[src/rtl/irq_router_pkg.sv]
package irq_router_pkg;

  typedef enum logic [3:0] {
    REG_IRQ_STAT  = 4'd0,
    REG_FIQ_STAT  = 4'd1,
    REG_RAW_STAT  = 4'd2,
    REG_ROUTE     = 4'd3,
    REG_EN_SET    = 4'd4,
    REG_EN_CLR    = 4'd5,
    REG_SOFT_SET  = 4'd6,
    REG_SOFT_CLR  = 4'd7,
    REG_PROT      = 4'd8,
    REG_NONE      = 4'd15
  } regIdx_e;

  typedef struct packed {
    logic    wrRoute;
    logic    wrEnSet;
    logic    wrEnClr;
    logic    wrSoftSet;
    logic    wrSoftClr;
    logic    wrProt;
    regIdx_e rdIdx;
  } busStrobe_t;

endpackage

[src/rtl/irq_router_ctrl.sv]
module irq_router_ctrl
  import irq_router_pkg::*;
#(
  parameter int ADDR_W = 6
) (
  input  logic              clk,
  input  logic              rstN,
  input  logic              busSel,
  input  logic              busWrite,
  input  logic              busUser,
  input  logic [ADDR_W-1:0] busAddr,
  input  logic              protOn,
  output busStrobe_t        strobe
);

  localparam int WORD_W  = ADDR_W - 2;
  localparam int LAST_IX = 8;

  logic [WORD_W-1:0] wordIdx;
  regIdx_e           decIdx;
  logic              accessOk;
  logic              doWrite;

  assign wordIdx  = busAddr[ADDR_W-1:2];
  // user-mode accesses are refused while protection is on
  assign accessOk = busSel && !(protOn && busUser);
  assign doWrite  = accessOk && busWrite;

  always_comb begin
    if (int'(wordIdx) <= LAST_IX) decIdx = regIdx_e'(4'(wordIdx));
    else                          decIdx = REG_NONE;
  end

  always_comb begin
    strobe           = '0;
    strobe.wrRoute   = doWrite && (decIdx == REG_ROUTE);
    strobe.wrEnSet   = doWrite && (decIdx == REG_EN_SET);
    strobe.wrEnClr   = doWrite && (decIdx == REG_EN_CLR);
    strobe.wrSoftSet = doWrite && (decIdx == REG_SOFT_SET);
    strobe.wrSoftClr = doWrite && (decIdx == REG_SOFT_CLR);
    strobe.wrProt    = doWrite && (decIdx == REG_PROT);
    strobe.rdIdx     = (accessOk && !busWrite) ? decIdx : REG_NONE;
  end

  // at most one register written per access
  p_one_write_r11: assert property (@(posedge clk) disable iff (!rstN)
    $onehot0({strobe.wrRoute, strobe.wrEnSet, strobe.wrEnClr,
              strobe.wrSoftSet, strobe.wrSoftClr, strobe.wrProt}));

  // a refused access produces no write strobe
  p_user_no_write_r10: assert property (@(posedge clk) disable iff (!rstN)
    (protOn && busUser) |->
      ($countones({strobe.wrRoute, strobe.wrEnSet, strobe.wrEnClr,
                   strobe.wrSoftSet, strobe.wrSoftClr, strobe.wrProt}) == 0));

endmodule

[src/rtl/irq_router_dp.sv]
module irq_router_dp
  import irq_router_pkg::*;
#(
  parameter int NUM_SRC = 32,
  parameter int DATA_W  = 32
) (
  input  logic               clk,
  input  logic               rstN,
  input  logic [NUM_SRC-1:0] hwReq,
  input  logic [DATA_W-1:0]  wData,
  input  busStrobe_t         strobe,
  output logic [DATA_W-1:0]  rData,
  output logic               irqOut,
  output logic               fiqOut,
  output logic               protOn
);

  localparam int PAD_W = DATA_W - NUM_SRC;

  logic [NUM_SRC-1:0] routeReg;
  logic [NUM_SRC-1:0] enReg;
  logic [NUM_SRC-1:0] softReg;
  logic               protReg;
  logic [NUM_SRC-1:0] wBits;
  logic [NUM_SRC-1:0] rawStat;
  logic [NUM_SRC-1:0] irqStat;
  logic [NUM_SRC-1:0] fiqStat;

  assign wBits  = wData[NUM_SRC-1:0];
  assign protOn = protReg;

  always_ff @(posedge clk) begin
    if (!rstN) begin
      routeReg <= '0;
      enReg    <= '0;
      softReg  <= '0;
      protReg  <= 1'b0;
    end else begin
      if (strobe.wrRoute)   routeReg <= wBits;
      if (strobe.wrEnSet)   enReg    <= enReg | wBits;
      if (strobe.wrEnClr)   enReg    <= enReg & ~wBits;
      if (strobe.wrSoftSet) softReg  <= softReg | wBits;
      if (strobe.wrSoftClr) softReg  <= softReg & ~wBits;
      if (strobe.wrProt)    protReg  <= wData[0];
    end
  end

  // per-source combine, mask and route
  for (genvar s = 0; s < NUM_SRC; s++) begin : g_src
    assign rawStat[s] = hwReq[s] | softReg[s];
    assign irqStat[s] = rawStat[s] & enReg[s] & ~routeReg[s];
    assign fiqStat[s] = rawStat[s] & enReg[s] &  routeReg[s];
  end

  assign irqOut = |irqStat;
  assign fiqOut = |fiqStat;

  always_comb begin
    unique case (strobe.rdIdx)
      REG_IRQ_STAT: rData = {{PAD_W{1'b0}}, irqStat};
      REG_FIQ_STAT: rData = {{PAD_W{1'b0}}, fiqStat};
      REG_RAW_STAT: rData = {{PAD_W{1'b0}}, rawStat};
      REG_ROUTE:    rData = {{PAD_W{1'b0}}, routeReg};
      REG_EN_SET:   rData = {{PAD_W{1'b0}}, enReg};
      REG_SOFT_SET: rData = {{PAD_W{1'b0}}, softReg};
      REG_PROT:     rData = {{(DATA_W-1){1'b0}}, protReg};
      default:      rData = '0;
    endcase
  end

  p_en_set_r5: assert property (@(posedge clk) disable iff (!rstN)
    strobe.wrEnSet |=> (((enReg & $past(wBits)) == $past(wBits)) &&
                        ((enReg & $past(enReg)) == $past(enReg))));

  p_en_clr_r6: assert property (@(posedge clk) disable iff (!rstN)
    strobe.wrEnClr |=> ((enReg & $past(wBits)) == '0));

  p_soft_clr_r7: assert property (@(posedge clk) disable iff (!rstN)
    strobe.wrSoftClr |=> ((softReg & $past(wBits)) == '0));

  p_route_disjoint_r4: assert property (@(posedge clk) disable iff (!rstN)
    ((irqStat & fiqStat) == '0));

  p_irq_needs_enable_r3: assert property (@(posedge clk) disable iff (!rstN)
    irqOut |-> ((enReg & ~routeReg) != '0));

  p_fiq_needs_enable_r4: assert property (@(posedge clk) disable iff (!rstN)
    fiqOut |-> ((enReg & routeReg) != '0));

endmodule

[src/rtl/irq_router.sv]
module irq_router
  import irq_router_pkg::*;
#(
  parameter int NUM_SRC = 32,
  parameter int DATA_W  = 32,
  parameter int ADDR_W  = 6
) (
  input  logic               clk,
  input  logic               rstN,
  input  logic [NUM_SRC-1:0] hwReq,
  input  logic               busSel,
  input  logic               busWrite,
  input  logic               busUser,
  input  logic [ADDR_W-1:0]  busAddr,
  input  logic [DATA_W-1:0]  busWdata,
  output logic [DATA_W-1:0]  busRdata,
  output logic               irqOut,
  output logic               fiqOut
);

  busStrobe_t strobe;
  logic       protOn;

  irq_router_ctrl #(.ADDR_W(ADDR_W)) u_ctrl (
    .clk      (clk),
    .rstN     (rstN),
    .busSel   (busSel),
    .busWrite (busWrite),
    .busUser  (busUser),
    .busAddr  (busAddr),
    .protOn   (protOn),
    .strobe   (strobe)
  );

  irq_router_dp #(.NUM_SRC(NUM_SRC), .DATA_W(DATA_W)) u_dp (
    .clk    (clk),
    .rstN   (rstN),
    .hwReq  (hwReq),
    .wData  (busWdata),
    .strobe (strobe),
    .rData  (busRdata),
    .irqOut (irqOut),
    .fiqOut (fiqOut),
    .protOn (protOn)
  );

  p_user_read_zero_r10: assert property (@(posedge clk) disable iff (!rstN)
    (busSel && !busWrite && busUser && protOn) |-> (busRdata == '0));

endmodule

[config.mk]
export PLATFORM = sky130hd
export DESIGN_NAME = irq_router
export DESIGN_NICKNAME = d
export VERILOG_FILES = /design/src/rtl/irq_router_pkg.sv /design/src/rtl/irq_router_ctrl.sv /design/src/rtl/irq_router_dp.sv /design/src/rtl/irq_router.sv
export SDC_FILE = /design/constraint.sdc
export NUM_CORES = 1
export LEC_CHECK = 0
export BUFFER_PORTS_ARGS = -buffer_cell sky130_fd_sc_hd__buf_2
export CORE_MARGIN = 2
export CORE_UTILIZATION = 46
export DETAILED_ROUTE_END_ITERATION = 16
export GPL_TIMING_DRIVEN = 0
export HOLD_SLACK_MARGIN = 0.1
export PLACE_DENSITY = 0.66
export RECOVER_POWER = 50
export SETUP_SLACK_MARGIN = 0.4
export SLEW_MARGIN = 10
export SYNTH_ARGS = -nofsm -noshare
export SYNTH_HDL_FRONTEND = slang
export SYNTH_SLANG_ARGS = --single-unit
[constraint.sdc]
create_clock -name clk -period 2.4 [get_ports clk]
set_input_delay 0.24 -clock clk [delete_from_list [all_inputs] [get_ports clk]]
set_output_delay 0.24 -clock clk [all_outputs]
set_load 0.05 [all_outputs]
==> flow_metrics.py, run 1 <==
metrics = {
    "sta": {
        "rsz0062_at_grt": "true",
        "finalHoldViolations": 0,
        "finalCritPeriodShare": 1.11,
        "fin_ws_ps": -261,
        "max_freq_mhz": 376,
        "maxSlewHeadroom": 0.478,
        "clock_skew_ps": 9.07,
        "max_slew.worst_pin.slew_ps": 782,
        "final.min_clock_period_ps": 2660,
        "slew_viol_final": 0,
        "setup-violations-final": 33,
    },
    "synth": {
        "synth_common_cells": "nand2_1, dfxtp_1, a21oi_1",
        "syn_area_per_cell_sq_um": 7.41,
        "synth_top_cell_by_area": "dfxtp_1",
        "seq_area_frac_synth": 0.349,
        "ys_async_sr_fraction": 0,
        "synth.most_common_cell": "nand2_1",
        "syn_inst": 751,
        "yosysTopAreaCellShare": 0.349,
        "synthTopCellsByArea": "dfxtp_1, nand2_1, a21oi_1",
        "ys.flop_type": "dfxtp_1",
        "ys_types": 47,
        "syn_area_sq_um": 5560,
        "synth-edff-count": 0,
        "yosysWarnings": 0,
        "syn-num-nets": 826,
        "ys_ff_latch": 97,
    },
    "critical_path": {
        "cp.buffers_inverters": 5,
        "criticalPathCategory": "flop to primary output",
        "crit_slowest_cell": "dfxtp_2",
        "start_kind": "flop",
        "path_cells": "a21bo_4 -> or2_1 -> buf_6 -> buf_6 -> nor3_4 -> buf_4 -> buf_6 -> a22oi_2 -> o211ai_1 -> buf_4",
        "slowest_delay_ps": 330,
        "crit_path_max_fanout": 5,
        "cpMostUsedCell": "buf_6",
        "critPathRequiredTime_ps": 2160,
        "critical_path.top_delay_family": "buffers and inverters",
        "worstPathArrival_ps": 2420,
        "endpoint_kind": "primary output",
    },
    "placement": {
        "hpwl_microns": 15400,
        "portBuffers": 103,
        "dpl.cell_count": 1001,
        "gp_congestion": 0.949,
    },
    "die": {
        "ios": 109,
        "die_w_microns": 114,
        "core_sq_um": 11900,
        "fp-row-count": 40,
        "die_y_microns": 114,
        "dieArea_sq_um": 13000,
        "start_util": 0.467,
    },
    "route": {
        "drcViolationCount": 0,
        "num_vias": 6693,
        "dr.pass1.iters": 5,
        "ant_nets": 0,
        "drt_iter0_drc": 833,
        "viasPerCell": 6.37,
        "avgRoutedWirePerCell_microns": 22.0,
        "wl_microns": 23100,
    },
    "clock_tree": {
        "cts_tree": "done",
        "cts_htree_levels": 3,
        "clkLatencyLatePin_ps": 370,
        "clock-root-buffer": "clkbuf_16",
        "clkTransAtPathRegs_ps": 70,
        "cts_buffers": 9,
        "cts.path.max_buffers": 2,
        "cts_sinks": 97,
    },
    "finish": {
        "area_growth_pct": 33.1,
        "antennaDiodeCount": 0,
        "num-nets-final": 973,
        "post-route-util": 0.622,
        "stdcell_count": 1050,
        "layout-drive-gt1-share": 0.256,
    },
    "global_routing": {
        "grt_pass1_vias": 6196,
        "grt_first_pass_wirelength_microns": 34600,
        "grt-ovfl-total": 0,
        "antenna_found_initial": 0,
        "grt_use_total": 0.356,
        "grt_max_degree": 17,
    },
    "outcome": {
        "status": "complete, but fails checks",
        "violations": "setup timing",
    },
    "power": {
        "peakVddDrop_mv": 0.430,
        "p_leak_nw": 2.95,
        "p_per_area_nw_per_um2": 468,
    },
    "job": {
        "drv_cap": 0,
    },
    "hold_path": {
        "min_path_type": "input port to flop",
    },
}
[where the power goes]
| part | internal (mW) | total [mW] | switching [mW] | leakage, nW |
|---|---|---|---|---|
| Clock | 0.734 | 1.43 | 0.692 | 0.138 |
| Combinational | 0.135 | 0.398 | 0.263 | 2.02 |
| Sequential | 1.62 | 1.64 | 0.0167 | 0.784 |
| Total | 2.49 | 3.46 | 0.972 | 2.95 |
[layout make-up]
| cell class | count | area [sq um] |
|---|---|---|
| fillers | 1123 | 4510 |
| multi-input cells | 585 | 3560 |
| flip-flops and latches | 97 | 1950 |
| repair buffers | 136 | 1050 |
| plain buffers | 55 | 323 |
| clock buffers | 10 | 239 |
| well taps | 147 | 184 |
| inverters | 14 | 52.6 |
| clock inverters | 6 | 43.8 |
[cells by family (layout without fill, tap and decap cells)]
kind of cell	Yosys count	after routing	synth area share
and+or+nand+nor	305	305	0.241
AOI/OAI and AO/OA	247	247	0.294
DFF	97	97	0.349
buffers and inverters	69	221	0.0564
muxes	33	33	0.0594
[worst register-to-register path, stage by stage, from the launching register on]
cell	delay, ps
dfxtp_2	330
buf_4	140
nand2_1	80
and3_1	170
and3_1	160
clkbuf_2	350
clkbuf_1	550
a21oi_1	160
a311oi_1	290
[layout by cell type, fill, tap and decap left out, drive strengths merged, types with 8 or more instances in the layout]
cell | netlist | layout
nor3 | 10 | 10
o21ai | 30 | 30
mux2i | 33 | 33
clkbuf | 30 | 45
nand2 | 177 | 177
buf | 25 | 156
inv | 14 | 14
dfxtp | 97 | 97
a22oi | 8 | 8
a21oi | 92 | 92
nand3 | 32 | 32
a311oi | 32 | 32
nor2 | 51 | 51
o211ai | 48 | 48
[final timing paths]
check              startpoint      endpoint  slack (ps)  cells after the start
setup reg to reg  u_dp.protOn          flop          80                      8
hold reg to reg          flop          flop         480                      2
hold / removal    busWdata[9]          flop         100                      2
setup / recovery  u_dp.protOn  busRdata[26]        -260                     10
[metrics by stage]
step	total power, mW	cell area [sq um]	hold slack [ps]	TNS, ps	setup slack [ps]
final	3.46	7400	99.6	-6390	-261
after global routing	3.55	7400	119	-8170	-332
after CTS	3.44	7240	104	-2540	-166
after detailed placement	2.02	6320	468	-14380	-730
after global placement	2.01	6320	459	-12550	-659
after floorplan	1.84	5620	350	-495	-33.0
[per-layer routing]
| layer | up-vias | GRT usage | routed length, microns |
|---|---|---|---|
| li1 | 3033 | - | - |
| met1 | 3120 | 0.450 | 8920 |
| met2 | 462 | 0.569 | 10700 |
| met3 | 78 | 0.0680 | 2360 |
| met4 | 0 | 0.202 | 1120 |
| met5 | - | 0 | 0 |
[what timing repair did]
item                       in CTS  in global routing
resized for setup             113                 38
hold buffers                    0                  0
setup endpoints to repair      34                 78
buffers inserted               21                  9
gates cloned                    3                  0
pin swaps                      22                 21
Note: power is estimated with default switching activity, not from simulation.
==> run 2, diff against run 1 <==
--- a/config.mk
+++ b/config.mk
@@ -13,7 +13,7 @@
 export HOLD_SLACK_MARGIN = 0.1
 export PLACE_DENSITY = 0.66
 export RECOVER_POWER = 50
-export SETUP_SLACK_MARGIN = 0.4
+export SETUP_SLACK_MARGIN = 0.2
 export SLEW_MARGIN = 10
 export SYNTH_ARGS = -nofsm -noshare
 export SYNTH_HDL_FRONTEND = slang
==> flow_metrics.py, run 2 (same netlist as run 1, synthesis figures left out) <==
metrics = {
    "finish": {
        "final_area_sq_um": 7460,
        "post-route-util": 0.626,
        "multi_input_area_sq_um": 3610,
        "stdcell_count": 1047,
        "antennaDiodeCount": 0,
        "final_common_cell": "nand2_1",
        "layout-drive-gt1-share": 0.259,
        "num-nets-final": 971,
        "n_fill_cell": 1056,
        "layout_common_cells": "nand2_1, dfxtp_1, a21oi_1",
        "area_growth_pct": 34.0,
        "seqCellArea_sq_um": 1950,
    },
    "sta": {
        "finalHoldViolations": 0,
        "maxSlewHeadroom": 0.470,
        "clock_skew_ps": 10.0,
        "final.min_clock_period_ps": 2560,
        "finalCritPeriodShare": 1.07,
        "fin_ws_ps": -162,
        "max_freq_mhz": 390,
        "rsz0062_at_grt": "true",
        "max_slew.worst_pin.slew_ps": 795,
        "slew_viol_final": 0,
        "setup-violations-final": 29,
    },
    "power": {
        "p_per_area_nw_per_um2": 462,
        "peakVddDrop_mv": 0.351,
        "total_power_mw": 3.45,
        "p_leak_nw": 3.02,
    },
    "route": {
        "avgRoutedWirePerCell_microns": 22.2,
        "dr.pass1.iters": 7,
        "wl_microns": 23300,
        "ant_nets": 0,
        "drt_iter0_drc": 919,
        "num_vias": 6821,
        "drcViolationCount": 0,
        "viasPerCell": 6.51,
    },
    "job": {
        "drv_cap": 0,
    },
    "critical_path": {
        "rrSetupSlack_ps": 320,
        "criticalPathCategory": "flop to primary output",
        "critPathRequiredTime_ps": 2160,
        "start_kind": "flop",
        "rr_worst_depth": 7,
        "crit_path_max_fanout": 10,
        "endpoint_kind": "primary output",
        "worstPathArrival_ps": 2320,
        "r2r-start": "u_dp.protOn",
    },
    "hold_path": {
        "worstHoldStart": "busWdata[20]",
        "min_path_type": "input port to flop",
        "whs_path_depth": 2,
    },
    "outcome": {
        "status": "complete, but fails checks",
        "violations": "setup timing",
    },
    "die": {
        "ios": 109,
        "die_y_microns": 114,
        "fp-row-count": 40,
        "start_util": 0.467,
        "dieArea_sq_um": 13000,
        "die_w_microns": 114,
        "core_sq_um": 11900,
    },
    "global_routing": {
        "grt_first_pass_wirelength_microns": 34600,
        "grt-ovfl-total": 0,
        "grt_pass1_vias": 6308,
        "antenna_found_initial": 0,
        "grt_max_degree": 15,
        "grt_use_total": 0.351,
    },
    "clock_tree": {
        "holdBufCountCts": 0,
        "clkLatencyLatePin_ps": 360,
        "cts_sinks": 97,
        "clock-root-buffer": "clkbuf_16",
        "clkTransAtPathRegs_ps": 70,
        "cts_tree": "done",
        "cts.path.max_buffers": 2,
        "cts_htree_levels": 3,
        "cts_buffers": 9,
    },
    "placement": {
        "placed_cell_area_sq_um": 6270,
        "dpl.cell_count": 1001,
        "gp_congestion": 0.956,
        "portBuffers": 103,
        "pre_cts_slack_ps": -633,
        "hpwl_microns": 15400,
    },
}
## run 2: changes by cell type in the layout (fill, tap and decap cells not counted), sizes merged
cell,previous run,this run
buf,156,158
clkinv,5,2
clkinvlp,1,0
clkbuf,45,44
## run 2: layer usage
layer	up-vias	global-route usage	part of all wire
met3	85	0.0675	0.11
met5	-	0	0
li1	3026	-	-
met2	526	0.563	0.46
met1	3184	0.446	0.38
met4	0	0.190	0.048
## run 2: worst max-delay path by stage
stage	slack, ps	from	endpoint	cells past startpoint
after CTS	-130	u_dp.protOn	busRdata[26]	7
after global routing	-190	u_dp.protOn	busRdata[1]	7
after floorplan	-30	u_dp.protOn	busRdata[16]	6
after detailed placement	-630	busAddr[4]	busRdata[1]	7
final	-160	u_dp.protOn	busRdata[26]	7
after global placement	-640	busAddr[4]	busRdata[1]	7
## run 2: stage by stage
step                      setup TNS, ps  hold slack (ps)
after floorplan                    -495              350
after global placement           -11510              459
after detailed placement         -11930              475
after CTS                         -1610              117
after global routing              -3830              129
final                             -2630              118
## run 2: timing repair
item / in CTS / in global routing
cloned: 3 / 1
resized for setup: 143 / 34
pin swaps: 30 / 18
setup endpoints to repair: 34 / 34
buffers inserted: 23 / 4
## run 2: area by class of cell
class                   count  share of cell area
multi-input cells         585               0.484
repair buffers            134               0.143
clock inverters             2             0.00185
plain buffers              55              0.0438
inverters                  14             0.00705
flip-flops and latches     97               0.261
clock buffers              13              0.0349
well taps                 147              0.0247
## run 2: critical path, cell delays in order (launching register included)
cell and delay [ps]:
dfxtp_2 330, a21bo_4 210, or2_1 210, buf_6 140, or3_4 410, buf_12 170, o211ai_1 230, buf_4 250
## run 2: where the power goes
part           switching (mW)  internal, mW  total [mW]
clock                   0.652         0.756        1.41
combinational           0.265         0.135       0.400
sequential             0.0167          1.62        1.64
==> run 3, diff against run 2 <==
--- a/config.mk
+++ b/config.mk
@@ -12,7 +12,6 @@
 export GPL_TIMING_DRIVEN = 0
 export HOLD_SLACK_MARGIN = 0.1
 export PLACE_DENSITY = 0.66
-export RECOVER_POWER = 50
 export SETUP_SLACK_MARGIN = 0.2
 export SLEW_MARGIN = 10
 export SYNTH_ARGS = -nofsm -noshare
==> constraint.sdc (replaced) <==
create_clock -name clk -period 3 [get_ports clk]
set_input_delay 0.3 -clock clk [delete_from_list [all_inputs] [get_ports clk]]
set_output_delay 0.3 -clock clk [all_outputs]
set_load 0.05 [all_outputs]
==> flow_metrics.py, run 3 (same netlist as run 1, synthesis figures left out) <==
metrics = {
    "outcome": {
        "status": "complete, no violations",
    },
    "route": {
        "drcViolationCount": 0,
        "dr.pass1.iters": 7,
        "wl_microns": 22300,
        "viasPerCell": 6.35,
        "ant_nets": 0,
        "drt_iter0_drc": 816,
        "avgRoutedWirePerCell_microns": 21.7,
        "num_vias": 6513,
    },
    "die": {
        "dieArea_sq_um": 13000,
        "start_util": 0.467,
        "ios": 109,
        "die_w_microns": 114,
        "die_y_microns": 114,
        "core_sq_um": 11900,
        "fp-row-count": 40,
    },
    "sta": {
        "maxSlewHeadroom": 0.446,
        "clock_skew_ps": 6.71,
        "finalCritPeriodShare": 0.919,
        "rsz0062_at_grt": "true",
        "finalSetupTns_ps": 0,
        "final.min_clock_period_ps": 2760,
        "max_slew.worst_pin.slew_ps": 825,
        "slew_viol_final": 0,
        "max_freq_mhz": 363,
        "setup-violations-final": 0,
        "finalHoldViolations": 0,
    },
    "global_routing": {
        "grt_pass1_vias": 6166,
        "grt_use_total": 0.343,
        "grt_max_degree": 16,
        "antenna_found_initial": 0,
        "grt_first_pass_wirelength_microns": 33500,
        "grt-ovfl-total": 0,
    },
    "power": {
        "internal_power_mw": 2.14,
        "seq_power_share": 0.458,
        "p_sw_mw": 0.729,
        "peakVddDrop_mv": 0.342,
        "p_leak_nw": 2.67,
        "clockPowerShare": 0.442,
        "total_power_mw": 2.86,
        "p_per_area_nw_per_um2": 427,
        "combPwrFrac": 0.100,
        "sw_frac_of_total": 0.254,
    },
    "clock_tree": {
        "cts_tree": "done",
        "clock-root-buffer": "clkbuf_16",
        "clkLatencyLatePin_ps": 360,
        "clkTransAtPathRegs_ps": 70,
        "cts_htree_levels": 3,
        "cts_sinks": 97,
        "cts.path.max_buffers": 2,
        "cts_buffers": 9,
    },
    "finish": {
        "stdcell_count": 1025,
        "layout-drive-gt1-share": 0.188,
        "num-nets-final": 949,
        "area_growth_pct": 20.6,
        "n_fill_cell": 1166,
        "final_common_cell": "nand2_1",
        "layout_common_cells": "nand2_1, buf_2, dfxtp_1",
        "antennaDiodeCount": 0,
    },
    "placement": {
        "gp_congestion": 0.925,
        "dpl.cell_count": 1001,
        "hpwl_microns": 15600,
        "portBuffers": 103,
    },
    "critical_path": {
        "crit_path_max_fanout": 10,
        "endpoint_kind": "primary output",
        "criticalPathCategory": "flop to primary output",
        "rrSetupSlack_ps": 890,
        "worstPathArrival_ps": 2460,
        "start_kind": "flop",
        "rr_worst_depth": 6,
        "critPathRequiredTime_ps": 2700,
        "r2r-start": "u_dp.protOn",
    },
    "hold_path": {
        "worstHoldStart": "busWdata[20]",
        "whs_path_depth": 2,
        "min_path_type": "input port to flop",
    },
    "job": {
        "drv_cap": 0,
    },
}
## run 3: power groups by stage
stage / Combinational [mW] / Clock [mW] / Sequential (mW)
4_1_cts: 0.276 / 1.27 / 1.31
3_3_place_gp: 0.264 / 0 / 1.34
3_5_place_dp: 0.271 / 0 / 1.34
5_1_grt: 0.305 / 1.32 / 1.31
6_report: 0.287 / 1.27 / 1.31
2_1_floorplan: 0.133 / 0 / 1.34
## run 3: how the worst max path moves through the flow
stage / from / to / slack [ps] / cells past startpoint
5_1_grt: u_dp.protOn / busRdata[10] / 170 / 7
6_report: u_dp.protOn / busRdata[22] / 240 / 7
3_5_place_dp: busAddr[4] / busRdata[10] / -130 / 7
3_3_place_gp: busAddr[4] / busRdata[1] / -70 / 7
4_1_cts: u_dp.protOn / busRdata[10] / 140 / 7
2_1_floorplan: u_dp.protOn / busRdata[16] / 490 / 6
## run 3: layer usage
layer  global-route usage  routed length, microns
met4                0.188                     896
met2                0.546                   10300
met1                0.435                    8820
met3               0.0696                    2270
met5                    0                       0
## run 3: area by class of cell
type / instances / area (sq um) / share of cell area
multi-input cells: 585 / 3320 / 0.495
flip-flops and latches: 97 / 1940 / 0.289
repair buffers: 112 / 616 / 0.0918
plain buffers: 55 / 275 / 0.0410
clock buffers: 10 / 239 / 0.0356
well taps: 147 / 184 / 0.0274
clock inverters: 5 / 78.8 / 0.0118
inverters: 14 / 52.6 / 0.00783
## run 3: through the flow
stage,cell area [sq um],setup slack [ps],hold slack [ps],util
after global routing,6710,170,191,0.563
final,6710,243,179,0.563
after global placement,6260,-67.0,459,0.526
after CTS,6640,145,172,0.557
after floorplan,5560,485,410,-
after detailed placement,6260,-132,468,0.526
## run 3: timing repair
action,4_1_cts,5_1_grt
gates resized for setup,6,14
endpoints found under the hold margin,0,0
hold buffers,0,0
pin swaps,3,2
gates cloned,0,0
buffers inserted,5,4
endpoints found under the setup margin,28,26
## run 3: worst max-delay path, stage by stage, from the launching register on
cell      delay (ps)
dfxtp_1          340
a21bo_4          230
or2_1            220
buf_6            150
or3_4            400
buf_6            180
o211ai_1         250
buf_2            310
